File: config.mk
export PLATFORM = sky130hd
export DESIGN_NAME = vpulse_overlay
export DESIGN_NICKNAME = d
export VERILOG_FILES = /design/src/rtl/vpo_pkg.sv /design/src/rtl/vpo_line_counter.sv /design/src/rtl/vpo_shadow_regs.sv /design/src/rtl/vpo_channel.sv /design/src/rtl/vpulse_overlay.sv
export SDC_FILE = /design/constraint.sdc
export NUM_CORES = 1
export LEC_CHECK = 0
export BUFFER_PORTS_ARGS = -buffer_cell sky130_fd_sc_hd__buf_2
export CORE_ASPECT_RATIO = 1.25
export CORE_MARGIN = 3
export CORE_UTILIZATION = 34
export DETAILED_ROUTE_END_ITERATION = 6
export SLEW_MARGIN = 20
export SYNTH_ARGS = -nofsm -noshare
export SYNTH_HDL_FRONTEND = slang
export SYNTH_SLANG_ARGS = --single-unit
File: constraint.sdc
create_clock -name clk -period 1.48 [get_ports clk]
set_clock_uncertainty 0.1 [all_clocks]
set_input_delay 0 -clock clk [delete_from_list [all_inputs] [get_ports clk]]
set_output_delay 0 -clock clk [all_outputs]
set_load 0.05 [all_outputs]
File: src/rtl/vpo_pkg.sv
// Package: shared sizes for the vertical pulse overlay.
// Assumes: four vertical channels and a 13-bit pixel position counter.
package vpo_pkg;
    localparam int VPO_NUM_CH = 4;
    localparam int VPO_CNT_W  = 13;
endpackage

File: src/rtl/vpo_line_counter.sv
// Module: line position counter.
// Detects the rising edge of hsync, restarts a saturating pixel counter
// there and samples the sensor-gate-line flag for the coming line.
// Assumes: hsync and sg_line are synchronous to clk.
module vpo_line_counter #(
    parameter int CNT_W = 13
) (
    input  logic             clk,
    input  logic             rst_n,
    input  logic             hsync,
    input  logic             sg_line,
    output logic             hs_rise,
    output logic [CNT_W-1:0] cnt,
    output logic             line_on
);
    localparam logic [CNT_W-1:0] CNT_MAX = '1;

    logic hs_d;

    // Rising-edge detect on horizontal sync.
    assign hs_rise = hsync & ~hs_d;

    // Keep previous sync, count pixels, latch the gate flag per line.
    always_ff @(posedge clk) begin
        if (!rst_n) begin
            hs_d    <= 1'b0;
            cnt     <= CNT_MAX;
            line_on <= 1'b0;
        end else begin
            hs_d <= hsync;
            if (hs_rise) begin
                cnt     <= '0;
                line_on <= sg_line;
            end else if (cnt != CNT_MAX) begin
                cnt <= cnt + 1'b1;
            end
        end
    end
endmodule

File: src/rtl/vpo_shadow_regs.sv
// Module: frame-synchronous settings shadow.
// Loads enable, mode bits and all positions at the rising edge of vsync,
// so a frame always runs on one consistent setting.
// Assumes: configuration inputs are static around the vsync edge.
module vpo_shadow_regs #(
    parameter int NUM_CH = 4,
    parameter int CNT_W  = 13
) (
    input  logic                    clk,
    input  logic                    rst_n,
    input  logic                    vsync,
    input  logic                    cfg_enable,
    input  logic [NUM_CH-1:0]       cfg_mode,
    input  logic [NUM_CH*CNT_W-1:0] cfg_start,
    input  logic [NUM_CH*CNT_W-1:0] cfg_stop,
    output logic                    en_sh,
    output logic [NUM_CH-1:0]       mode_sh,
    output logic [NUM_CH*CNT_W-1:0] start_sh,
    output logic [NUM_CH*CNT_W-1:0] stop_sh
);
    logic vs_d;
    logic vs_rise;

    // Rising-edge detect on vertical sync.
    assign vs_rise = vsync & ~vs_d;

    // Capture the live settings once per frame.
    always_ff @(posedge clk) begin
        if (!rst_n) begin
            vs_d     <= 1'b0;
            en_sh    <= 1'b0;
            mode_sh  <= '0;
            start_sh <= '0;
            stop_sh  <= '0;
        end else begin
            vs_d <= vsync;
            if (vs_rise) begin
                en_sh    <= cfg_enable;
                mode_sh  <= cfg_mode;
                start_sh <= cfg_start;
                stop_sh  <= cfg_stop;
            end
        end
    end
endmodule

File: src/rtl/vpo_channel.sv
// Module: one vertical channel slice.
// Builds the overlay level from the position counter and the two
// positions, merges it with the incoming vertical signal by AND or OR,
// and registers the result.
// Assumes: cnt, line_on and hs_rise come from the shared line counter.
module vpo_channel #(
    parameter int CNT_W = 13
) (
    input  logic             clk,
    input  logic             rst_n,
    input  logic             hs_rise,
    input  logic [CNT_W-1:0] cnt,
    input  logic             line_on,
    input  logic             en,
    input  logic             and_mode,
    input  logic [CNT_W-1:0] pos_start,
    input  logic [CNT_W-1:0] pos_stop,
    input  logic             v_in,
    output logic             v_out
);
    logic armed;
    logic at_start;
    logic at_stop;
    logic active;
    logic ovl_lvl;
    logic merged;
    logic nxt;

    // Overlay window: opens at start, closes at stop, stop wins on a tie.
    always_comb begin
        at_start = (cnt == pos_start);
        at_stop  = (cnt == pos_stop);
        active   = (at_start | armed) & ~at_stop;
        ovl_lvl  = active ? ~and_mode : and_mode;
        merged   = and_mode ? (v_in & ovl_lvl) : (v_in | ovl_lvl);
        nxt      = (en & line_on) ? merged : v_in;
    end

    // Hold the window state across the line and register the output.
    always_ff @(posedge clk) begin
        if (!rst_n) begin
            armed <= 1'b0;
            v_out <= 1'b0;
        end else begin
            armed <= hs_rise ? 1'b0 : active;
            v_out <= nxt;
        end
    end
endmodule

File: src/rtl/vpulse_overlay.sv
// Module: vertical pulse overlay generator (top).
// Adds or cuts a programmable pulse in each vertical channel during the
// sensor-gate line; all other lines pass through with one clock of delay.
// Assumes: all inputs synchronous to clk, reset synchronous active-low.
module vpulse_overlay #(
    parameter int NUM_CH = vpo_pkg::VPO_NUM_CH,
    parameter int CNT_W  = vpo_pkg::VPO_CNT_W
) (
    input  logic                    clk,
    input  logic                    rst_n,
    input  logic                    hsync,
    input  logic                    vsync,
    input  logic                    sg_line,
    input  logic                    cfg_enable,
    input  logic [NUM_CH-1:0]       cfg_mode,
    input  logic [NUM_CH*CNT_W-1:0] cfg_start,
    input  logic [NUM_CH*CNT_W-1:0] cfg_stop,
    input  logic [NUM_CH-1:0]       v_in,
    output logic [NUM_CH-1:0]       v_out
);
    logic                    hs_rise;
    logic [CNT_W-1:0]        cnt;
    logic                    line_on;
    logic                    en_sh;
    logic [NUM_CH-1:0]       mode_sh;
    logic [NUM_CH*CNT_W-1:0] start_sh;
    logic [NUM_CH*CNT_W-1:0] stop_sh;

    vpo_line_counter #(.CNT_W(CNT_W)) u_cnt (
        .clk     (clk),
        .rst_n   (rst_n),
        .hsync   (hsync),
        .sg_line (sg_line),
        .hs_rise (hs_rise),
        .cnt     (cnt),
        .line_on (line_on)
    );

    vpo_shadow_regs #(.NUM_CH(NUM_CH), .CNT_W(CNT_W)) u_shadow (
        .clk        (clk),
        .rst_n      (rst_n),
        .vsync      (vsync),
        .cfg_enable (cfg_enable),
        .cfg_mode   (cfg_mode),
        .cfg_start  (cfg_start),
        .cfg_stop   (cfg_stop),
        .en_sh      (en_sh),
        .mode_sh    (mode_sh),
        .start_sh   (start_sh),
        .stop_sh    (stop_sh)
    );

    for (genvar ch = 0; ch < NUM_CH; ch++) begin : g_ch
        vpo_channel #(.CNT_W(CNT_W)) u_chan (
            .clk       (clk),
            .rst_n     (rst_n),
            .hs_rise   (hs_rise),
            .cnt       (cnt),
            .line_on   (line_on),
            .en        (en_sh),
            .and_mode  (mode_sh[ch]),
            .pos_start (start_sh[ch*CNT_W +: CNT_W]),
            .pos_stop  (stop_sh[ch*CNT_W +: CNT_W]),
            .v_in      (v_in[ch]),
            .v_out     (v_out[ch])
        );
    end
endmodule

# == Word-level counts from Yosys, hierarchy flattened ==
# Cells that the tools add are included.
# op_classes
n_addsub,1
eq_ne,9
mux,14
n_bitwise,30
n_reduce_logical,2
# ops
cell,count
$eq 13x13->1,8
$mux 13,2
$add 13x1->13 const B,1
$ne 13x13->1 const B,1
$mux 1,12
$and 1x1->1,11
$not 1->1,11
$or 1x1->1,8
$reduce_bool 2->1,1
$reduce_or 2->1,1
# totals
reg_bits,133
in_bits,118
output_inout_bits,4
wordCells,72

# == Logic depth before layout (Yosys ltp) ==
# Gate-level depths: netlist of the first run.
# logic_depth
depth_word,7
depth_mapped,7
depth_no_buf,7

# == By module ==
# From an unflattened synthesis of the first run, not the netlist that was laid out.
# hier_totals
hier_cells,720
hier_area_um2,6596.3
# modules_own_cells
module,instances,cells_each,area_per_inst_um2,seq_area_each_um2
vpo_shadow_regs,1,475,4355.4,2202.1
vpo_channel,4,41,370.4,40.0
vpo_line_counter,1,81,759.5,300.3

# == Worst setup path before layout of the first run ==
# OpenSTA, ideal clock, no wires.
# synth_timing
path_type,reg2reg
startpoint,reg u_cnt.cnt[1]
endpoint,reg u_cnt.cnt[9]
setup_time_ns,0.130
arrival_time_ns,1.315
t_required_ns,1.250
slack_ns,-0.064
path_stages_with_launch,7
synth_period_minus_slack_ns,1.544
cell_sequence,dfxtp_1 buf_2 and3_1 nor3b_2 nand4_1 xor2_1 o21ai_1
# synth_via
elab_chain_len,3
elab_cells_between_ends,5
# synth_lines
item,line,rtl
from (decl),vpo_line_counter.sv:13,"output logic [CNT_W-1:0] cnt,"
from (signal assigned),vpo_line_counter.sv:35,cnt <= cnt + 1'b1;
$add 13x1->13,vpo_line_counter.sv:35,
$mux 13,vpo_line_counter.sv:34,end else if (cnt != CNT_MAX) begin
$mux 13,vpo_line_counter.sv:31,if (hs_rise) begin
# Several ways; a longest one is shown, not always the timed one. The select of a mux whose other input is x is not followed.
# A chain may end at the register's enable or synchronous reset.

# == Worst setup path in the final report of the first run ==
# layout_timing
startpoint,reg u_cnt.cnt[2]
endpoint,reg g_ch[0].u_chan.v_out
# layout_via
elab_chain_len,7
elab_cells_between_ends,10
# layout_lines
item,line,rtl
"$eq 13x13->1, on equally long branches","vpo_channel.sv:31, vpo_channel.sv:32",
$or 1x1->1 / $not 1->1 (equally long branches),vpo_channel.sv:33,active = (at_start | armed) & ~at_stop;
$and 1x1->1 *,vpo_channel.sv:33,
$mux 1 *,vpo_channel.sv:34,ovl_lvl = active ? ~and_mode : and_mode;
$or 1x1->1 / $and 1x1->1 (equally long branches),vpo_channel.sv:35,merged = and_mode ? (v_in & ovl_lvl) : (v_in | ovl_lvl);
$mux 1 *,vpo_channel.sv:35,
$mux 1 *,vpo_channel.sv:36,nxt = (en & line_on) ? merged : v_in;
to (signal assigned),vpo_channel.sv:46,v_out <= nxt;
to (decl),vpo_channel.sv:19,output logic v_out
# Mark *: on every way between the ends. The rest lies on a longest branch, timed or not.

==> out/qor.yml, run 1 <==
dp.final_hpwl_um: 12800
h-tree-depth: 4
antenna_found_initial: 0
coreArea_um2: 17700
synth-edff-count: 0
cts_tree: "built"
hp-class: "in2reg"
netlist.area_leader.share_pct: 42.9
slew_headroom_pct: 74.5
critical_path_class: "reg2reg"
vias: 5691
route.detailed.wl_per_inst_um: 15.3
start_kind: "register"
post-synth-top-area-cell: "dfxtp_1"
drt_iter0_drc: 259
p_per_area_nw_per_um2: 1060
grt_max_degree: 66
cp_max_fo: 8
cts_sinks: 133
leakage_nw: 3.93
fin_crit_sh_pct: 116
drive_gt1_share_pct: 26.1
fin_setup_tns_ns: -2.59
worstPathArrival_ns: 1.91
grt-busiest-layer: "met2"
setup_viol: 20
end_kind: "register"
use_met2_pct: 33.4
diodes: 0
die_w_um: 127
synth_seq_cells: 133
ys_warn_count: 0
rows: 54
synthArstFlopShare_pct: 0
ir_worst_vdd_mv: 0.610
grt_usage_pct: 18.9
avgSynthCellArea_um2: 8.46
finalMaxSlewViolations: 0
rsz0062_at_grt: "yes"
drc_errors: 0
fin_util_pct: 53.9
area_delta_synth_final_pct: 53.7
drtPass1Iterations: 4
clk_latency_ns: 0.42
vias_per_cell: 4.59
ys.flop_type: "dfxtp_1"
ios: 122
synth_cell_types: 33
cts.reportedPaths.clkPinSlew_ns: 0.05
cp.required_ns: 1.68
syn_nets: 852
layout_min_cycle_time_ns: 1.71
fmax_mhz: 585
numCtsBuffers: 17
fp.dieH_um: 157
synth.area.top_cells: "dfxtp_1, nand2_1, a21boi_0"
routed_wl_um: 19000
layout_setup_ws_ns: -0.231
initial_utilization_pct: 35.0
nets: 1124
num-fill-cells: 1608
grt_pass1_wl_um: 29700
clk_path_buf_depth: 2
portBuffers: 121
violations: "negative setup slack"
grt_use_met1_pct: 23.0
outcome: "complete, but fails checks"
dieArea_um2: 19900
clockRootBuffer: "clkbuf_16"
ant_nets: 0
synthCells: 733
seq_area_frac_synth_pct: 42.9
grt_overflow: 0
maxCapViolCount: 0
grt_util_met3_pct: 3.63
grt_pass1_vias: 5697
finalHoldViolations: 0
syn_area_um2: 6200
worstMarginPinSlew_ns: 0.383
place_congestion: 0.847
cell usage in the layout (no fill, tap or decap), types with 10 or more instances in the layout:
cell type	netlist	final
buf_2	8	120
clkbuf_16	0	17
buf_6	2	11
dlygate4sd3_1	0	121
dfxtp_1	133	123
a21boi_0	108	108
buf_4	11	47
o21ai_1	5	10
nand2_1	231	228
xnor2_1	51	41
nand4_1	19	19
buf_12	0	10
xor2_1	61	60
metal layers:
| layer | up-vias | wire [µm] |
|---|---|---|
| li1 | 2938 | - |
| met1 | 2594 | 8280 |
| met2 | 122 | 9590 |
| met3 | 37 | 607 |
| met4 | 0 | 482 |
| met5 | - | 0 |
layout make-up:
cell class	count	area, µm²	share of cell area (%)
clock inverters	8	101	1.06
inverters	1	3.75	0.0394
flip-flops and latches	133	2690	28.2
clock buffers	22	474	4.97
repair buffers	309	2490	26.1
well taps	224	280	2.94
multi-input cells	543	3500	36.7
path summary, 6_finish.rpt:
path	end	cells after the start	slack, ns	startpoint
max	g_ch[0].u_chan.v_out	6	-0.23	u_cnt.cnt[2]
max reg2reg	g_ch[0].u_chan.v_out	6	-0.23	u_cnt.cnt[2]
min	u_cnt.hs_d	3	0.27	hsync
min reg2reg	u_shadow.mode_sh[0]	2	0.36	u_shadow.mode_sh[0]
synthesized netlist by cell type, types with 4 or more instances:
library cell    n
o21ai_1         5
nor2_1          9
nand2_1       231
a41o_1          4
buf_4          11
nand2b_1        6
nor4_1         14
dfxtp_1       133
xnor2_1        51
nand4_1        19
a21boi_0      108
xor2_1         61
mux2i_1         6
o21ai_0         8
buf_2           8
clkbuf_1       33
kinds of logic (layout without fill, tap and decap cells):
family / count (synthesis) / after routing / share of synthesized area, %
AND/OR/NAND/NOR: 293 / 293 / 20.2
XOR/XNOR: 112 / 112 / 15.8
flip-flops: 133 / 133 / 42.9
multiplexers: 6 / 6 / 0.968
buffers and inverters: 57 / 340 / 4.52
adder cells (fa/ha/maj): 1 / 1 / 0.202
AO/OA/AOI/OAI: 131 / 131 / 15.4
power by group:
part / internal [W] / switching, W
Clock: 0.00259 / 0.00153
Combinational: 0.00106 / 0.000902
Sequential: 0.00380 / 0.000210
flip-flops by register name (all words and copies together), names as in the netlist, 4 cells and up:
signal,count
u_shadow.mode_sh,4
u_cnt.cnt,13
g_ch.u_chan.armed,4
g_ch.u_chan.v_out,4
u_shadow.stop_sh,52
u_shadow.start_sh,52
metrics by stage:
| step | setup WS, ns | power (W) | area, µm² | instances | hold WS (ns) |
|---|---|---|---|---|---|
| global placement | -0.340 | 0.00555 | 7360 | 1076 | 0.133 |
| global route | -0.384 | 0.0105 | 9530 | 1240 | 0.271 |
| finish | -0.231 | 0.0101 | 9530 | 1240 | 0.271 |
| detailed placement | -0.352 | 0.00557 | 7360 | 1076 | 0.144 |
| floorplan | -0.0231 | 0.00496 | 6250 | 733 | 0.0273 |
| CTS | -0.244 | 0.0101 | 9380 | 1235 | 0.259 |
critical path, stage by stage (launching register included):
cell and delay, ns:
dfxtp_4 0.37, buf_12 0.15, xor2_1 0.16, nor4_1 0.33, a41o_1 0.24, nand4_1 0.12, mux2i_1 0.14
timing repair:
item / CTS / global route
gates resized for setup: 44 / 23
buffers inserted: 8 / 5
hold buffers: 121 / 0
cloned: 0 / 0
pin swaps: 27 / 17
endpoints found under the setup margin: 20 / 21
hold endpoints to repair: 116 / 0
Note: power is estimated with default switching activity, not from simulation.
==> inputs of run 2 (changes only) <==
--- a/config.mk
+++ b/config.mk
@@ -5,6 +5,7 @@
 export SDC_FILE = /design/constraint.sdc
 export NUM_CORES = 1
 export LEC_CHECK = 0
+export ABC_AREA = 1
 export BUFFER_PORTS_ARGS = -buffer_cell sky130_fd_sc_hd__buf_2
 export CORE_ASPECT_RATIO = 1.25
 export CORE_MARGIN = 3
==> run 2 against run 1 <==
Against the previous run:
- the run still ends with negative setup slack left
- worst hold slack got worse by 0.049 ns
- routed wire length rose by 17%
- worst setup slack improved by 0.080 ns
- sequential power increased by 2%
- register-to-register slack improved by 0.08 ns
- sequential share of layout area is 1.0 points lower
- flip-flop and latch count is the same
- synthesized cell count grew 31%
- via count is 24% higher
- critical path depth increased by 7
==> out/qor.yml, run 2 <==
synth_most_common_cell: "nand2_1"
grt_pass1_vias: 6970
end_kind: "register"
pre_cts_ws_ns: -0.256
cp_max_fo: 7
dieArea_um2: 20900
setup_viol: 17
fmax_mhz: 613
placed_cells: 1333
synthCells: 960
synth_seq_cells: 133
total_power_w: 0.0108
rsz0062_at_grt: "yes"
place_congestion: 0.920
netlist.area_leader.share_pct: 40.8
violations: "negative setup slack"
clk_latency_ns: 0.42
ant_nets: 0
coreArea_um2: 18800
grt_usage_pct: 22.2
area_delta_synth_final_pct: 51.9
grt_overflow: 0
nets: 1367
grt_pass1_wl_um: 35800
syn_nets: 1079
start_kind: "register"
final_common_cell: "nand2_1"
h-tree-depth: 4
vias: 7052
drtPass1Iterations: 6
final_cells: 1493
seq_area_frac_synth_pct: 40.8
initial_utilization_pct: 34.8
clockRootBuffer: "clkbuf_16"
fin_setup_tns_ns: -1.61
final_cell_mix: "nand2_1, nor2_1, buf_2"
worstMarginPinSlew_ns: 0.441
layout_min_cycle_time_ns: 1.63
synthArstFlopShare_pct: 0
cts_tree: "built"
fin_crit_sh_pct: 110
maxCapViolCount: 0
ys_warn_count: 0
cp.required_ns: 1.74
synth.area.top_cells: "dfxtp_1, nand2_1, nor2_1"
leakage_nw: 4.59
critical_path_class: "reg2reg"
cts_sinks: 133
route.detailed.wl_per_inst_um: 14.9
hp-class: "in2reg"
ys.flop_type: "dfxtp_1"
dp.final_hpwl_um: 15700
layout_setup_ws_ns: -0.150
fp.dieH_um: 161
finalHoldViolations: 0
drc_errors: 0
yosys-top-cells-count: "nand2_1, nor2_1, dfxtp_1"
drive_gt1_share_pct: 25.5
outcome: "complete, but fails checks"
rows: 56
numCtsBuffers: 17
clk_path_buf_depth: 2
ios: 122
synth_cell_types: 31
finalMaxSlewViolations: 0
drt_iter0_drc: 465
worstPathArrival_ns: 1.89
antenna_found_initial: 0
slew_headroom_pct: 70.6
reg.largest.list: "u_shadow.start_sh (52), u_shadow.stop_sh (52), u_cnt.cnt (13)"
grt_max_degree: 54
avgSynthCellArea_um2: 6.80
vias_per_cell: 4.72
diodes: 0
synth-edff-count: 0
portBuffers: 121
syn_area_um2: 6530
cts.reportedPaths.clkPinSlew_ns: 0.06
die_w_um: 130
post-synth-top-area-cell: "dfxtp_1"
routed_wl_um: 22300
p_per_area_nw_per_um2: 1090
ir_worst_vdd_mv: 0.792
## run 2: changes by cell type in the layout (fill, tap and decap cells not counted), sizes merged, moves of 6 or more
cell and change:
nand3 +25, nand2b -6, nor2 +160, inv +96, xor2 -45, xnor2 -31
o21ai +122, a21boi -109, nor4 -16, o211ai +6, mux2i -6, a21oi +56
buf +18, nand4 -10
## run 2: area by class of cell
| type | count | area (µm²) |
|---|---|---|
| inverters | 98 | 400 |
| well taps | 232 | 290 |
| flip-flops and latches | 133 | 2690 |
| fillers | 1807 | 8860 |
| clock buffers | 20 | 467 |
| clock inverters | 12 | 153 |
| repair buffers | 323 | 2590 |
| multi-input cells | 675 | 3320 |
## run 2: worst paths after layout
check | startpoint | endpoint | slack [ns] | cells past startpoint
setup / recovery | u_cnt.cnt[4] | g_ch[1].u_chan.v_out | -0.15 | 13
setup reg to reg | u_cnt.cnt[4] | g_ch[1].u_chan.v_out | -0.15 | 13
hold / removal | hsync | u_cnt.hs_d | 0.22 | 4
hold reg to reg | u_shadow.start_sh[48] | u_shadow.start_sh[48] | 0.37 | 2
## run 2: kinds of logic (layout without fill, tap and decap cells)
group | count (synthesis) | after routing | share of synthesized area, %
DFF | 133 | 133 | 40.8
adders and majority gates | 1 | 1 | 0.192
xor gates and xnor gates | 36 | 36 | 4.83
AOI/OAI and AO/OA | 199 | 199 | 15.5
buffers and inverters | 152 | 453 | 10.7
and+or+nand+nor | 439 | 439 | 28.0
## run 2: critical path: stages (launching register included)
cell and delay [ns]:
dfxtp_4 0.36, buf_12 0.15, buf_4 0.13, nand2_1 0.05
nand2_1 0.05, nor2_1 0.09, nand2_1 0.06, nor2_1 0.12
nand2_2 0.10, nand2_2 0.10, nand3_1 0.07, nand2_1 0.08
inv_1 0.03, nor2_1 0.07
## run 2: repair_timing
item	in CTS	in global routing
hold buffers	117	0
setup buffers	6	5
pin swaps	15	38
hold endpoints to repair	124	0
resized for setup	43	49
setup endpoints to repair	21	21
## run 2: layer usage
layer / share of wire (%) / GRT usage (%) / vias to the layer above
li1: - / - / 3601
met1: 43 / 27.1 / 3229
met2: 50 / 39.0 / 182
met3: 4.0 / 3.69 / 40
met4: 2.4 / 7.70 / 0
met5: 0 / 0 / -
## run 2: through the flow
stage | utilization, % | hold WS, ns | cell area, µm²
6_report | 52.8 | 0.222 | 9910
5_1_grt | 52.8 | 0.243 | 9910
4_1_cts | 51.8 | 0.208 | 9740
3_5_place_dp | 41.4 | 0.102 | 7770
3_3_place_gp | 41.4 | 0.101 | 7770
2_1_floorplan | - | -0.00237 | 6530
## run 2: power breakdown
| part | internal [W] | leakage, nW | switching, W |
|---|---|---|---|
| Clock | 0.00278 | 0.294 | 0.00161 |
| Sequential | 0.00387 | 1.10 | 0.000211 |
| Combinational | 0.00112 | 3.19 | 0.00122 |
